<file path="src/rtl/idx_pkg.sv">
package idx_pkg;
  typedef enum logic [1:0] {
    ST_IDLE,
    ST_REQ,
    ST_WAIT,
    ST_XFER
  } walk_st_t;
endpackage

</file>
<file path="src/rtl/idx_word_chk.sv">
module idx_word_chk #(
  parameter int AW       = 24,
  parameter int WW       = 32,
  parameter int BLK_BITS = 11
) (
  input  logic [WW-1:0] word,
  input  logic          first,
  input  logic          rd_back,
  output logic          bad
);
  logic hi_bad, edge_bad;

  always_comb begin
    hi_bad   = |word[WW-1:AW];
    edge_bad = 1'b0;
    if (!first) begin
      if (rd_back) edge_bad = ~&word[BLK_BITS-1:0];
      else         edge_bad = |word[BLK_BITS-1:0];
    end
    bad = hi_bad | edge_bad;
  end
endmodule

</file>
<file path="src/rtl/idx_addr_step.sv">
module idx_addr_step #(
  parameter int AW       = 24,
  parameter int BLK_BITS = 11
) (
  input  logic [AW-1:0] cur,
  input  logic          rd_back,
  output logic [AW-1:0] nxt,
  output logic          at_edge
);
  localparam logic [AW-1:0] ONE = AW'(1);

  always_comb begin
    if (rd_back) begin
      nxt     = cur - ONE;
      at_edge = (cur[BLK_BITS-1:0] == '0);
    end else begin
      nxt     = cur + ONE;
      at_edge = &cur[BLK_BITS-1:0];
    end
  end
endmodule

</file>
<file path="src/rtl/indir_addr_gen.sv">
module indir_addr_gen
  import idx_pkg::*;
#(
  parameter int AW       = 24,
  parameter int WW       = 32,
  parameter int CW       = 16,
  parameter int BLK_BITS = 11
) (
  input  logic          clk,
  input  logic          rst_n,
  input  logic          start,
  input  logic [AW-1:0] ccw_addr,
  input  logic          ccw_indirect,
  input  logic          rd_back,
  input  logic [CW-1:0] byte_cnt,
  output logic          busy,
  output logic          mem_req_valid,
  input  logic          mem_req_ready,
  output logic [AW-1:0] mem_req_addr,
  input  logic          mem_rsp_valid,
  input  logic [WW-1:0] mem_rsp_data,
  output logic          out_valid,
  input  logic          out_ready,
  output logic [AW-1:0] out_addr,
  output logic          done,
  output logic          prog_chk
);
  localparam int              WORD_BYTES = WW / 8;
  localparam int              ALIGN_BITS = $clog2(WORD_BYTES);
  localparam logic [AW-1:0]   LIST_STEP  = AW'(WORD_BYTES);
  localparam logic [CW-1:0]   CNT_ONE    = CW'(1);

  walk_st_t      state;
  logic [AW-1:0] cur_q, lptr_q;
  logic [CW-1:0] remain_q;
  logic          first_q, ind_q, rb_q, done_q, pchk_q;

  logic [AW-1:0] step_nxt;
  logic          step_edge, word_bad;

  idx_addr_step #(.AW(AW), .BLK_BITS(BLK_BITS)) u_step (
    .cur     (cur_q),
    .rd_back (rb_q),
    .nxt     (step_nxt),
    .at_edge (step_edge)
  );

  idx_word_chk #(.AW(AW), .WW(WW), .BLK_BITS(BLK_BITS)) u_wchk (
    .word    (mem_rsp_data),
    .first   (first_q),
    .rd_back (rb_q),
    .bad     (word_bad)
  );

  always_ff @(posedge clk) begin
    if (!rst_n) begin
      state    <= ST_IDLE;
      cur_q    <= '0;
      lptr_q   <= '0;
      remain_q <= '0;
      first_q  <= 1'b0;
      ind_q    <= 1'b0;
      rb_q     <= 1'b0;
      done_q   <= 1'b0;
      pchk_q   <= 1'b0;
    end else begin
      done_q <= 1'b0;
      pchk_q <= 1'b0;
      unique case (state)
        ST_IDLE: begin
          if (start) begin
            ind_q    <= ccw_indirect;
            rb_q     <= rd_back;
            remain_q <= byte_cnt;
            first_q  <= 1'b1;
            if (byte_cnt == '0) begin
              done_q <= 1'b1;
            end else if (ccw_indirect) begin
              if (ccw_addr[ALIGN_BITS-1:0] != '0) begin
                pchk_q <= 1'b1;
              end else begin
                lptr_q <= ccw_addr;
                state  <= ST_REQ;
              end
            end else begin
              cur_q <= ccw_addr;
              state <= ST_XFER;
            end
          end
        end
        ST_REQ: begin
          if (mem_req_ready) begin
            lptr_q <= lptr_q + LIST_STEP;
            state  <= ST_WAIT;
          end
        end
        ST_WAIT: begin
          if (mem_rsp_valid) begin
            if (word_bad) begin
              pchk_q <= 1'b1;
              state  <= ST_IDLE;
            end else begin
              cur_q   <= mem_rsp_data[AW-1:0];
              first_q <= 1'b0;
              state   <= ST_XFER;
            end
          end
        end
        ST_XFER: begin
          if (out_ready) begin
            remain_q <= remain_q - CNT_ONE;
            if (remain_q == CNT_ONE) begin
              done_q <= 1'b1;
              state  <= ST_IDLE;
            end else if (ind_q && step_edge) begin
              state <= ST_REQ;
            end else begin
              cur_q <= step_nxt;
            end
          end
        end
        default: state <= ST_IDLE;
      endcase
    end
  end

  assign busy          = (state != ST_IDLE);
  assign mem_req_valid = (state == ST_REQ);
  assign mem_req_addr  = lptr_q;
  assign out_valid     = (state == ST_XFER);
  assign out_addr      = cur_q;
  assign done          = done_q;
  assign prog_chk      = pchk_q;
endmodule

</file>
<file path="config.mk">
export PLATFORM = sky130hd
export DESIGN_NAME = indir_addr_gen
export DESIGN_NICKNAME = d
export VERILOG_FILES = /design/src/rtl/idx_pkg.sv /design/src/rtl/idx_word_chk.sv /design/src/rtl/idx_addr_step.sv /design/src/rtl/indir_addr_gen.sv
export SDC_FILE = /design/constraint.sdc
export NUM_CORES = 1
export LEC_CHECK = 0
export BUFFER_PORTS_ARGS = -buffer_cell sky130_fd_sc_hd__buf_2
export CORE_MARGIN = 10
export CORE_UTILIZATION = 55
export DETAILED_ROUTE_END_ITERATION = 8
export PLACE_DENSITY = 0.82
export SYNTH_ARGS = -nofsm -noshare
export SYNTH_HDL_FRONTEND = slang
export SYNTH_SLANG_ARGS = --single-unit
</file>
<file path="constraint.sdc">
create_clock -name clk -period 3.2 [get_ports clk]
set_input_delay 0.16 -clock clk [delete_from_list [all_inputs] [get_ports clk]]
set_output_delay 0.16 -clock clk [all_outputs]
set_load 0.005 [all_outputs]
</file>
Yosys cells after proc, flatten, opt, wreduce, memory -nomap -nowiden
Cells that the tools add are included.
Storage, ports and cells
  RAM bits: 0
  bits of input ports: 80
  memory bits (read-only): 0
  latch bits: 0
  bits in registers: 71
  memories: 0
  word-level logic and storage cells: 101
Operators by class
  add/sub/neg operators: 4
  shifts and indexed selects: 0
  equality and inequality tests: 17
  muxes and demuxes: 49
  divide/modulo/power cells: 0
  bitwise operators: 1
  reduce and logical (&&, ||, !) cells: 21
  multiply operators: 0
  order comparisons: 0
Operators with widths (count)
  24-bit two-way mux: 14
  24-bit case mux with 3 select lines: 1
  24-bit case mux with 2 select lines: 1
  16-bit two-way mux: 2
  16-bit case mux with 2 select lines: 1
  24-bit by 1-bit adder with 24-bit output (second input constant): 1
  24-bit by 3-bit adder with 24-bit output (second input constant): 1
  24-bit by 1-bit subtractor with 24-bit output (second input constant): 1
  11-bit AND reduction: 2
  2-bit two-way mux: 10
  2-bit != test (second input constant): 9
  16-bit by 1-bit equality test with 1-bit output (second input constant): 1
  16-bit zero test: 1
  1-bit two-way mux: 16
  16-bit by 1-bit subtractor with 16-bit output (second input constant): 1
  11-bit zero test: 1
  11-bit OR reduction: 1
  2-bit nonzero test: 5
  9-bit AND reduction: 1
  2-bit case mux with 4 select lines: 1
  8-bit OR reduction: 1
  7-bit AND reduction: 1
  1-bit case mux with 2 select lines: 3
  6-bit AND reduction: 1
  other kinds (13): 15

Logic depth before layout (Yosys ltp)
Gate-level depths: netlist of the first run.
  word-level depth: 8
  gate-level depth with buffers: 10

Hierarchy
From an unflattened synthesis of the first run, not the netlist that was laid out.
Unflattened totals
  cell total of the unflattened synthesis: 738
  area total of the unflattened synthesis: 5972.0 um^2
Modules (own cells, without submodules)
  indir_addr_gen: area an instance 4610.7 um^2, times used 1, cells an instance 549, seq. area each 1421.4 um^2
  idx_addr_step: area an instance 1283.7 um^2, times used 1, cells an instance 178, seq. area each 0.0 um^2
  idx_word_chk: area an instance 77.6 um^2, times used 1, cells an instance 11, seq. area each 0.0 um^2

Worst setup path after synthesis of the first run
OpenSTA, ideal clock, no wires.
  path type: flip-flop to flip-flop
  start: reg rb_q
  end: reg cur_q[20] (netlist: out_addr[20])
  stages on the path, launching flop included: 10
  arrival time: 2601 ps
  setup time: 74 ps
  setup slack: 525 ps
  path buffers: 1
  cell sequence: dfxtp_1 -> ha_1 -> clkbuf_1 -> nand4_1 -> nor2_1 -> a311oi_1 -> a21oi_1 -> o22ai_1 -> mux2_2 -> a31oi_1
Between the ends
  cells in the longest elaborated chain, start to end: 5
Ends and longest elaborated chain
  from (decl): line indir_addr_gen.sv:36  | logic first_q, ind_q, rb_q, done_q, pchk_q;
  from (signal assigned): line indir_addr_gen.sv:73  | rb_q <= rd_back;
  1-bit two-way mux or 24-bit two-way mux (tied branches): line idx_word_chk.sv:17, idx_addr_step.sv:13
  1-bit two-way mux or 24-bit two-way mux (tied branches): line idx_word_chk.sv:16, indir_addr_gen.sv:115
  1-bit bitwise OR or 24-bit two-way mux (tied branches): line idx_word_chk.sv:20, indir_addr_gen.sv:112
  2-bit != test (no line) or 24-bit two-way mux (tied branches)
  9-bit AND reduction (no line) or 24-bit case mux with 3 select lines (tied branches)
  to (signal assigned): line indir_addr_gen.sv:86  | cur_q <= ccw_addr;
  to (signal assigned): line indir_addr_gen.sv:103  | cur_q <= mem_rsp_data[AW-1:0];
  to (signal assigned): line indir_addr_gen.sv:118  | cur_q <= step_nxt;
  to (decl): line indir_addr_gen.sv:34  | logic [AW-1:0] cur_q, lptr_q;
Several ways; a longest one is shown, not always the timed one. The select of a mux whose other input is x is not followed.
A chain may end at the register's enable or synchronous reset.

Final worst setup path of the first run
  start: reg rb_q
  end: reg cur_q[21] (netlist: out_addr[21])
The elaborated chain is that of the path after synthesis.

==> results of run 1 <==
[registers in the layout, summed over array words and instances, names as in the netlist]
register,cells
remain_q,16
prog_chk,1
ind_q,1
state,2
out_addr,24
first_q,1
done,1
mem_req_addr,24
rb_q,1
[area by class of cell]
| cell class | count | area, sq um | share of cell area [%] |
|---|---|---|---|
| multi-input cells | 587 | 3642 | 58.52 |
| flip-flops and latches | 71 | 1423 | 22.86 |
| repair buffers | 144 | 750.7 | 12.06 |
| well taps | 129 | 161.4 | 2.593 |
| clock buffers | 11 | 141.4 | 2.272 |
| inverters | 22 | 82.58 | 1.327 |
| clock inverters | 4 | 22.52 | 0.3619 |
[tightest hold or removal path, cell delays in order]
cell	delay, ns
buf_2	0.11
nand3_1	0.06
a21oi_1	0.06
[worst paths after layout]
kind / start / endpoint / slack [ns]
worst min-delay path: rd_back / rb_q / 0.09
worst max register to register: rb_q / out_addr[21] / 0.47
worst min register to register: mem_req_addr[0] / mem_req_addr[0] / 0.46
worst max-delay path: rb_q / out_addr[21] / 0.47
[cells in the mapped netlist, types with 17 or more instances]
library cell / n / area share (%)
dfxtp_1: 71 / 27
a31oi_1: 19 / 2.2
nor2_1: 74 / 5.2
a22oi_1: 22 / 3.1
ha_1: 29 / 6.8
inv_1: 19 / 1.3
nand2_1: 71 / 5.0
o21ai_0: 54 / 5.1
nand3_1: 27 / 2.5
nor3_1: 17 / 1.6
a21oi_1: 64 / 6.0
clkbuf_1: 31 / 2.2
[kinds of logic after synthesis]
group	share of synthesized area (%)
xor gates and xnor gates	1.484
buffers and inverters	4.687
muxes	1.766
and+or+nand+nor	24.68
adders and majority gates	7.207
DFF	26.75
AOI/OAI and AO/OA	33.42
[per-layer routing]
| layer | up-vias | GRT usage (%) | share of wire (%) |
|---|---|---|---|
| li1 | 2954 | - | - |
| met1 | 2906 | 33.78 | 42 |
| met2 | 327 | 39.85 | 45 |
| met3 | 31 | 4.998 | 10 |
| met4 | 0 | 7.805 | 1.8 |
| met5 | - | 0 | 0 |
[power by group]
| group | switching [W] | leakage, nW | internal, W |
|---|---|---|---|
| sequential | 0.000325 | 0.583 | 0.00115 |
| combinational | 0.00158 | 2.05 | 0.00102 |
| clock | 0.000355 | 0.0850 | 0.000295 |
| total | 0.00226 | 2.72 | 0.00246 |
[metrics by stage]
| stage | utilization (%) | hold WS (ns) | setup WS, ns | total power [W] | instances |
|---|---|---|---|---|---|
| finish | 66.72 | 0.08902 | 0.4651 | 0.004724 | 968 |
| global route | 66.72 | 0.08843 | 0.2795 | 0.005112 | 968 |
| CTS | 66.71 | 0.09064 | 0.2699 | 0.004672 | 968 |
| detailed placement | 64.95 | 0.4434 | 0.2742 | 0.004025 | 953 |
| global placement | 64.95 | 0.4378 | 0.4115 | 0.003925 | 953 |
| floorplan | - | 0.3075 | 0.5248 | 0.003248 | 719 |
[timing repair]
action	in CTS	in global routing
buffers inserted	0	0
setup endpoints to repair	0	1
resized for setup	0	1
endpoints found under the hold margin	0	0
hold buffers	0	0
==> impl_results.md, run 1 <==
* DRC Markers at 0
* CP Class: flip-flop to flip-flop
* Cell family with most CP delay: compound AO/OA/AOI/OAI gates
* Worst-margin pin slew at 1.137 ns
* # rows at 35
* Post-Syn Area at 5313 sq um
* Ys async rst share at 0%
* Most frequent cells in the layout: buf_2, nor2_1, nand2_1, dfxtp_1, a21oi_1
* CTS Buf Count at 9
* Tcrit/Tclk final at 85.47%
* Highest cell delay on the worst timing path at 0.46 ns
* Vias at ~6200
* Antenna Cells at 0
* Max H-tree Level at 3
* Placed cell area at 6058 sq um
* WHS Path Cells at 3
* Syn Area/Cell at 7.389 sq um
* Largest net degree at the start of global routing at 50
* Filler cell count at 870
* Clk Latency, worst-skew pair at 0.36 ns
* Io pins at 133
* Area grow syn2layout at 17.15%
* VDD IR max at 0.3449 mV
* Kind of end point of the critical path: flip-flop
* Detail Route Antenna Nets at 0
* Die Height at 118.3 microns
* Drt pass-1 iters at 7
* Vias per inst at 6.424
* Most used flip-flop cell after synthesis: dfxtp_1
* DR iter-0 viols at 600
* Routed WL per cell at about 19 microns
* Share of post-route cells with drive strength above 1 at 21.69%
* Initial antenna violation count at 0
* Port bufs at 132
* # clock sinks at 71
* Final TNS setup at 0 ns
* Final setup vio count at 0
* Fin area at 6223 sq um
* Initial core utilization at 56.96%
* Seq/Total Area, Yosys at 26.75%
* Final WL at 18530 microns
* Slew margin rel. at 24.21%
* Most common cell after layout, fill and taps aside: buf_2
* First-pass GRT wire length at about 30000 microns
* Worst path depth at 9
* Clk_skew at 0.01219 ns
* Outcome: completed
* Critical-path cell list: buf_4 > ha_1 > nand2_1 > o21ai_0 > nand3_1 > a21oi_1 > o21a_1 > mux2i_1 > a31oi_1
* Core ar. at just over 9000 sq um
* Post-DP HPWL at 14070 microns
* Number of synthesized flops with an enable pin at 0
* RSZ-0062 raised after global routing: no
* Gpl congestion at 0.9721
* Critical Path RT at 3.43 ns
* Crit-path slowest cell: dfxtp_2
* Fin nets at 945
* Synth warn at 0
* Synthesized instance count at 719
* GRT Total Usage at 25.25%
* Hold crit path type: input pin to flip-flop
* GR Overflow Total at 0
* WP data arrival at 2.96 ns
* Max clock buf depth at 2
* Final Hold Viols at 0
* Crit-path max FO at 20
* Die width at 118.3 microns
* Post-synth cell types at 67
* Buf/Inv on CP at 1
* Worst R2R Path Depth at 9
* Fmax at 365.6 MHz
* Die area at 13990 sq um
* Lkg Pwr at 2.719 nW
* Synth Register Bits at 71
* Maxcap violations at 0
* Reg clk slew, reported paths at about 0.080 ns
* CTS Root Buffer Type: clkbuf_8
* Tmin final at 2.735 ns
* Mapped Nets at just over 800
* Slew Viols, Final at 0
* Vias in the first global route at ~6000
* CP Launch Type: flip-flop
* Power density cells at roughly 760 nW/um^2
* TritonCTS clock tree: built
Note: power is estimated with default switching activity, not from simulation.
==> inputs of run 2 (changes only) <==
- CORE_UTILIZATION: 55 -> 56
- SYNTH_HIERARCHICAL: default -> 1
==> run 2 against run 1 <==
Count of clock-buffer cells in the layout is 1 higher; maximum frequency decreased by 7.0%; total power grew 16%; combinational power increased by 20%; synthesized cell count grew 2.6%; critical path type unchanged; largest cell class unchanged.
==> impl_results.md, run 2 <==
* Clk_skew at 0.01144 ns (was 0.01219 ns)
* Worst-margin pin slew at 1.213 ns (was 1.137 ns)
* # clock sinks at 71 (unchanged)
* Most used flip-flop cell after synthesis: dfxtp_1 (unchanged)
* # rows at 37 (was 35)
* Gate power share at 56.8% (was 55.1%)
* Largest area contributor in the netlist: dfxtp_1 (unchanged)
* First-pass GRT wire length at 32580 microns (was 29980 microns)
* Routed WL per cell at 20.84 microns (was 19.14 microns)
* DRC Markers at 0 (unchanged)
* Drt pass-1 iters at 6 (was 7)
* Share of post-route cells with drive strength above 1 at 25.53% (was 21.69%)
* Critical R2R Launch: out_addr[0] (was rb_q)
* Number of synthesized flops with an enable pin at 0 (unchanged)
* Fmax at 340.0 MHz (was 365.6 MHz)
* Final WL at 20630 microns (was 18530 microns)
* Crit-path slowest cell: fa_1 (was dfxtp_2)
* Largest net degree at the start of global routing at 51 (was 50)
* Overall power at 0.005481 W (was 0.004724 W)
* Switching power at 0.002644 W (was 0.002263 W)
* Maxcap violations at 0 (unchanged)
* CP Launch Type: flip-flop (unchanged)
* P_int at 0.002837 W (was 0.002462 W)
* Tmin final at 2.941 ns (was 2.735 ns)
* Leading cell types by count after synthesis: a21oi_1, nand2_1, dfxtp_1, nor2_1, ha_1 (was nor2_1, dfxtp_1, nand2_1, a21oi_1, o21ai_0)
* Post-CTS setup repair buffer count at 0 (unchanged)
* CTS Buf Count at 9 (unchanged)
* Critical Path RT at 3.49 ns (was 3.43 ns)
* Clk Latency, worst-skew pair at 0.38 ns (was 0.36 ns)
* Post-Syn Area at 5972 sq um (was 5313 sq um)
* Initial core utilization at 57.59% (was 56.96%)
* GR Overflow Total at 0 (unchanged)
* Port bufs at 132 (unchanged)
* Detail Route Antenna Nets at 0 (unchanged)
* Vias in the first global route at 6319 (was 6004)
* Synthesized instance count at 738 (was 719)
* Most frequent cells in the layout: buf_2, a21oi_1, nand2_1, dfxtp_1, nor2_1 (was buf_2, nor2_1, nand2_1, dfxtp_1, a21oi_1)
* Reg area at 1423 sq um (unchanged)
* Hold_sp: rd_back (unchanged)
* Share of the synthesized area in the top cell type at 23.80% (was 26.75%)
* Flop2flop setup slack at 0.26 ns (was 0.47 ns)
* Post-CTS Resized at 0 (unchanged)
* Slew margin rel. at 19.00% (was 24.21%)
* Reg clk slew, reported paths at 0.08 ns (about the same)
* Critical-path cell list: inv_1 > fa_1 > and2b_1 > o2111ai_1 > a2111oi_4 > nor3_1 > or2_4 > o31ai_4 > xor2_1 > a22oi_1 > a311oi_2 (was buf_4 > ha_1 > nand2_1 > o21ai_0 > nand3_1 > a21oi_1 > o21a_1 > mux2i_1 > a31oi_1)
* Post-DP HPWL at 15370 microns (was 14070 microns)
* Synth warn at 6 (was 0)
* Power density cells at 813.8 nW/um^2 (was 759.1 nW/um^2)
* Gpl congestion at 0.9321 (was 0.9721)
* Initial antenna violation count at 0 (unchanged)
* Max clock buf depth at 2 (unchanged)
* Die width at 123.3 microns (was 118.3 microns)
* RSZ-0062 raised after global routing: no (unchanged)
* Highest cell delay on the worst timing path at 0.44 ns (was 0.46 ns)
* DR iter-0 viols at 937 (was 600)
* Area of the multi-input gates at 4085 sq um (was 3642 sq um)
* Final setup vio count at 0 (unchanged)
* Antenna Cells at 0 (unchanged)
* Max H-tree Level at 3 (unchanged)
* Vias at 6625 (was 6218)
* CTS Root Buffer Type: clkbuf_8 (unchanged)
* Vias per inst at 6.692 (was 6.424)
* Synth Register Bits at 71 (unchanged)
* Seq/Total Area, Yosys at 23.80% (was 26.75%)
* Ys async rst share at 0% (unchanged)
* Slew Viols, Final at 0 (unchanged)
* Sw frac at 48.24% (was 47.89%)
* Die area at 15190 sq um (was 13990 sq um)
* Area grow syn2layout at 12.78% (was 17.15%)
* Hold Buf Count CTS at 0 (unchanged)
* Hold crit path type: input pin to flip-flop (unchanged)
* Core ar. at 10370 sq um (was 9328 sq um)
* Final TNS setup at 0 ns (unchanged)
* Lkg Pwr at 2.816 nW (was 2.719 nW)
* Final Hold Viols at 0 (unchanged)
* Post-synth cell types at 88 (was 67)
* Cell family with most CP delay: compound AO/OA/AOI/OAI gates (unchanged)
* TritonCTS clock tree: built (unchanged)
* Critical path launch point: out_addr[0] (was rb_q)
* Syn Area/Cell at 8.092 sq um (was 7.389 sq um)
* Clock share of power at 13.7% (was 13.8%)
* GRT Total Usage at 26.47% (was 25.25%)
* Seq pwr share at 29.5% (was 31.2%)
* VDD IR max at 0.3953 mV (was 0.3449 mV)
* Outcome: completed (unchanged)
* Fin nets at 961 (was 945)
* Most frequent cell after synthesis: a21oi_1 (was nor2_1)
* Die Height at 123.3 microns (was 118.3 microns)
* Kind of end point of the critical path: flip-flop (unchanged)
* Buf/Inv on CP at 1 (unchanged)
* WP data arrival at 3.23 ns (was 2.96 ns)
* Mapped Nets at 850 (was 829)
* Crit-path max FO at 6 (was 20)
* Tcrit/Tclk final at 91.91% (was 85.47%)
* Io pins at 133 (unchanged)
* Synth area leaders: dfxtp_1, a21oi_1, ha_1 (was dfxtp_1, ha_1, a21oi_1)
* CP Class: flip-flop to flip-flop (unchanged)
* Filler cell count at 921 (was 870)
* Most common cell after layout, fill and taps aside: buf_2 (unchanged)
## run 2: cell families after synthesis
group,synth area share (%)
buffers and inverters,7.835
adder cells (fa/ha/maj),6.830
multiplexers,1.027
AND/OR/NAND/NOR,23.84
XOR/XNOR,3.080
AO/OA/AOI/OAI,33.59
flip-flops,23.80
## run 2: layout make-up
cell class	count	share of cell area, %
Multi-Input combinational cell	596	60.65
Inverter	23	1.282
Clock inverter	4	0.6688
Tap cell	136	2.526
Timing Repair Buffer	148	11.59
Clock buffer	12	2.155
Sequential cell	71	21.12
## run 2: final timing paths
kind / end / cells after the start
worst min-delay path: rb_q / 3
worst max-delay path: out_addr[22] / 11
worst min register to register: ind_q / 2
worst max register to register: out_addr[22] / 11
## run 2: worst min-delay path, stage by stage
cell,delay [ns]
buf_2,0.11
nand3_1,0.07
a21oi_1,0.07
## run 2: through the flow
step	setup slack [ns]	cell area [sq um]	utilization, %	std cells	hold WS (ns)
after detailed placement	0.3050	6545	63.12	974	0.4506
after global placement	0.3980	6545	63.12	974	0.4457
after floorplan	0.2151	5973	-	738	0.3000
after CTS	0.2819	6735	64.95	990	0.06206
final	0.2589	6735	64.95	990	0.07477
after global routing	0.09296	6735	64.95	990	0.08838
## run 2: power by group through the flow
stage               combinational [W]  sequential, W  clock, W
finish                        0.00311        0.00161  0.000753
CTS                           0.00306        0.00160  0.000750
global route                  0.00341        0.00166  0.000787
floorplan                     0.00231        0.00154         0
global placement              0.00295        0.00159         0
detailed placement            0.00304        0.00162         0
## run 2: per-layer routing
metal | global-route usage (%) | vias up | share of wire, %
met5 | 0 | - | 0
met4 | 10.12 | 0 | 2.1
met3 | 6.062 | 41 | 9.1
met2 | 42.68 | 376 | 48
met1 | 33.66 | 3145 | 41
li1 | - | 3063 | -
==> inputs of run 3 (changes only) <==
- CORE_UTILIZATION: 56 -> 50
- PLACE_DENSITY: 0.82 -> 0.77
- clock period: 3.2 -> 2.6 ns (I/O delays scaled with it)
==> run 3 against run 2 <==
The flow now finishes with violations (setup timing); clock power is 75% higher; first-iteration DRC count is 5.7% lower; wire length is 2.4% higher; total power is 43% higher; sequential share of layout area is 2.1 points lower; combinational power is 46% higher; final cell count is 7.4% higher; flip-flop and latch count stayed put; final area is 12% higher; critical path type unchanged; critical endpoint unchanged; largest power group unchanged.
==> impl_results.md, run 3 (synthesis gave the netlist of run 2 again) <==
* Final core utilization at 65.00% (was 64.95%)
* FF-to-FF End: out_addr[22] (unchanged)
* Capture point of the critical path: out_addr[22] (unchanged)
* WHS at 0.07020 ns (was 0.07477 ns)
* Hold Buf Count CTS at 0 (unchanged)
* Detail Route Antenna Nets at 0 (unchanged)
* Vias per inst at 6.375 (was 6.692)
* Max clock buf depth at 2 (unchanged)
* WP data arrival at 2.92 ns (was 3.23 ns)
* Most common cell after layout, fill and taps aside: buf_2 (unchanged)
* Vias in the first global route at 6410 (was 6319)
* Gate power share at 57.9% (was 56.8%)
* Maxcap violations at 0 (unchanged)
* # clock sinks at 71 (unchanged)
* Hold crit path type: input pin to flip-flop (unchanged)
* Tmin final at 2.652 ns (was 2.941 ns)
* Die width at 129.3 microns (was 123.3 microns)
* P_int at 0.004363 W (was 0.002837 W)
* Outcome: finished, violations left (was completed)
* Sw frac at 44.25% (was 48.24%)
* VDD IR max at 0.6675 mV (was 0.3953 mV)
* Worst R2R Path Depth at 11 (unchanged)
* Filler cell count at 985 (was 921)
* Switching power at 0.003463 W (was 0.002644 W)
* CP Launch Type: flip-flop (unchanged)
* Post-DP HPWL at 15940 microns (was 15370 microns)
* Critical-path cell list: inv_4 > fa_2 > and2b_2 > o2111ai_4 > a2111oi_4 > nor3_2 > or2_4 > o31ai_4 > xor2_1 > a22oi_1 > a311oi_2 (was inv_1 > fa_1 > and2b_1 > o2111ai_1 > a2111oi_4 > nor3_1 > or2_4 > o31ai_4 > xor2_1 > a22oi_1 > a311oi_2)
* Vias at 6777 (was 6625)
* Routed WL per cell at 19.87 microns (was 20.84 microns)
* Area grow syn2layout at 25.87% (was 12.78%)
* CTS Root Buffer Type: clkbuf_16 (was clkbuf_8)
* Final TNS setup at -0.09536 ns (was 0 ns)
* Buf/Inv on CP at 1 (unchanged)
* Crit-path slowest cell: dfxtp_4 (was fa_1)
* Clk Latency, worst-skew pair at 0.35 ns (was 0.38 ns)
* Gpl congestion at 1.043 (was 0.9321)
* Fin nets at 1027 (was 961)
* Slew Viols, Final at 0 (unchanged)
* # rows at 39 (was 37)
* Highest cell delay on the worst timing path at 0.40 ns (was 0.44 ns)
* Final setup vio count at 2 (was 0)
* Lkg Pwr at 3.189 nW (was 2.816 nW)
* DRC Markers at 0 (unchanged)
* Share of post-route cells with drive strength above 1 at 33.37% (was 25.53%)
* Crit-path max FO at 7 (was 6)
* Reg clk slew, reported paths at 0.06 ns (was 0.08 ns)
* Reg area at 1428 sq um (was 1423 sq um)
* Final worst slack at -0.05232 ns (was 0.2589 ns)
* Final WL at 21120 microns (was 20630 microns)
* First-pass GRT wire length at 32810 microns (was 32580 microns)
* Slew margin rel. at 56.84% (was 19.00%)
* Critical Path RT at 2.87 ns (was 3.49 ns)
* Tcrit/Tclk final at 102.0% (was 91.91%)
* Overall power at 0.007826 W (was 0.005481 W)
* GRT Total Usage at 24.18% (was 26.47%)
* Drt pass-1 iters at 7 (was 6)
* DR iter-0 viols at 884 (was 937)
* Port bufs at 132 (unchanged)
* Worst path depth at 11 (unchanged)
* Most frequent cells in the layout: buf_2, a21oi_1, nand2_1, buf_4, dfxtp_1 (was buf_2, a21oi_1, nand2_1, dfxtp_1, nor2_1)
* Kind of end point of the critical path: flip-flop (unchanged)
* CP Class: flip-flop to flip-flop (unchanged)
* CTS Buf Count at 9 (unchanged)
* Antenna Cells at 0 (unchanged)
* Area of the multi-input gates at 4207 sq um (was 4085 sq um)
* Critical R2R Launch: rb_q (was out_addr[0])
* Final Hold Viols at 0 (unchanged)
* Clk_skew at 0.008062 ns (was 0.01144 ns)
* GR Overflow Total at 0 (unchanged)
* Power density cells at 1041 nW/um^2 (was 813.8 nW/um^2)
* Die area at 16720 sq um (was 15190 sq um)
* Failing checks: setup timing
* Core ar. at 11560 sq um (was 10370 sq um)
* Die Height at 129.3 microns (was 123.3 microns)
* Io pins at 133 (unchanged)
* Fmax at 377.0 MHz (was 340.0 MHz)
* TritonCTS clock tree: built (unchanged)
* Seq pwr share at 25.2% (was 29.5%)
* Flop2flop setup slack at -0.05 ns (was 0.26 ns)
* Critical path launch point: rb_q (was out_addr[0])
* Clock share of power at 16.9% (was 13.7%)
* Initial antenna violation count at 1 (was 0)
* Largest net degree at the start of global routing at 34 (was 51)
* Initial core utilization at 51.64% (was 57.59%)
* Max H-tree Level at 3 (unchanged)
* RSZ-0062 raised after global routing: yes (was no)
* Cell family with most CP delay: compound AO/OA/AOI/OAI gates (unchanged)
* Worst-margin pin slew at 0.6425 ns (was 1.213 ns)
run 3: cell types whose count changed in the layout (fill, tap and decap cells not counted), moves of 4 or more:
cell,change
o21ai_1,+4
a21oi_2,+4
o21ai_0,-4
a21oi_1,-4
ha_1,-6
buf_4,+63
ha_4,+4
clkbuf_8,-8
clkbuf_16,+9
run 3: metal layers:
metal	track usage [%]	up-vias	share of wire, %
met5	0	-	0
met4	9.431	0	2.9
met3	8.646	51	10
met2	38.10	354	46
met1	29.55	3172	41
li1	-	3200	-
run 3: area by class of cell:
class | instances | area share [%]
Clock buffer | 12 | 3.412
Clock inverter | 4 | 0.7157
Sequential cell | 71 | 18.99
Tap cell | 143 | 2.380
Multi-Input combinational cell | 596 | 55.96
Inverter | 23 | 1.182
Timing Repair Buffer | 214 | 17.36
run 3: how the worst min path moves through the flow:
stage          startpoint   end  depth (start not counted)
2_1_floorplan     rd_back  rb_q                          2
3_3_place_gp      rd_back  rb_q                          3
3_5_place_dp      rd_back  rb_q                          3
4_1_cts           rd_back  rb_q                          3
5_1_grt           rd_back  rb_q                          3
6_report          rd_back  rb_q                          3
run 3: repair_timing:
| item | 4_1_cts | 5_1_grt |
|---|---|---|
| gates cloned | 0 | 0 |
| pin swaps | 8 | 8 |
| gates resized for setup | 8 | 17 |
| endpoints found under the hold margin | 0 | 0 |
| setup endpoints to repair | 5 | 18 |
| setup buffers | 1 | 3 |
run 3: power groups by stage:
stage	combinational (W)	sequential (W)	clock (W)
after detailed placement	0.00430	0.00195	0
final	0.00453	0.00197	0.00132
after CTS	0.00438	0.00194	0.00133
after global placement	0.00423	0.00195	0
after global routing	0.00496	0.00202	0.00137
after floorplan	0.00286	0.00190	0
run 3: through the flow:
step | setup slack [ns] | cell area [sq um] | cells
3_5_place_dp | -0.1202 | 7063 | 1043
3_3_place_gp | -0.005990 | 7063 | 1043
4_1_cts | -0.02606 | 7418 | 1060
6_report | -0.05232 | 7517 | 1063
2_1_floorplan | -0.05596 | 5992 | 738
5_1_grt | -0.1973 | 7517 | 1063
run 3: worst register-to-register path, stage by stage, from the launching register on:
cell	delay [ns]
dfxtp_4	0.40
inv_4	0.04
fa_2	0.33
and2b_2	0.28
o2111ai_4	0.16
a2111oi_4	0.33
nor3_2	0.09
or2_4	0.26
o31ai_4	0.20
xor2_1	0.17
a22oi_1	0.11
a311oi_2	0.20
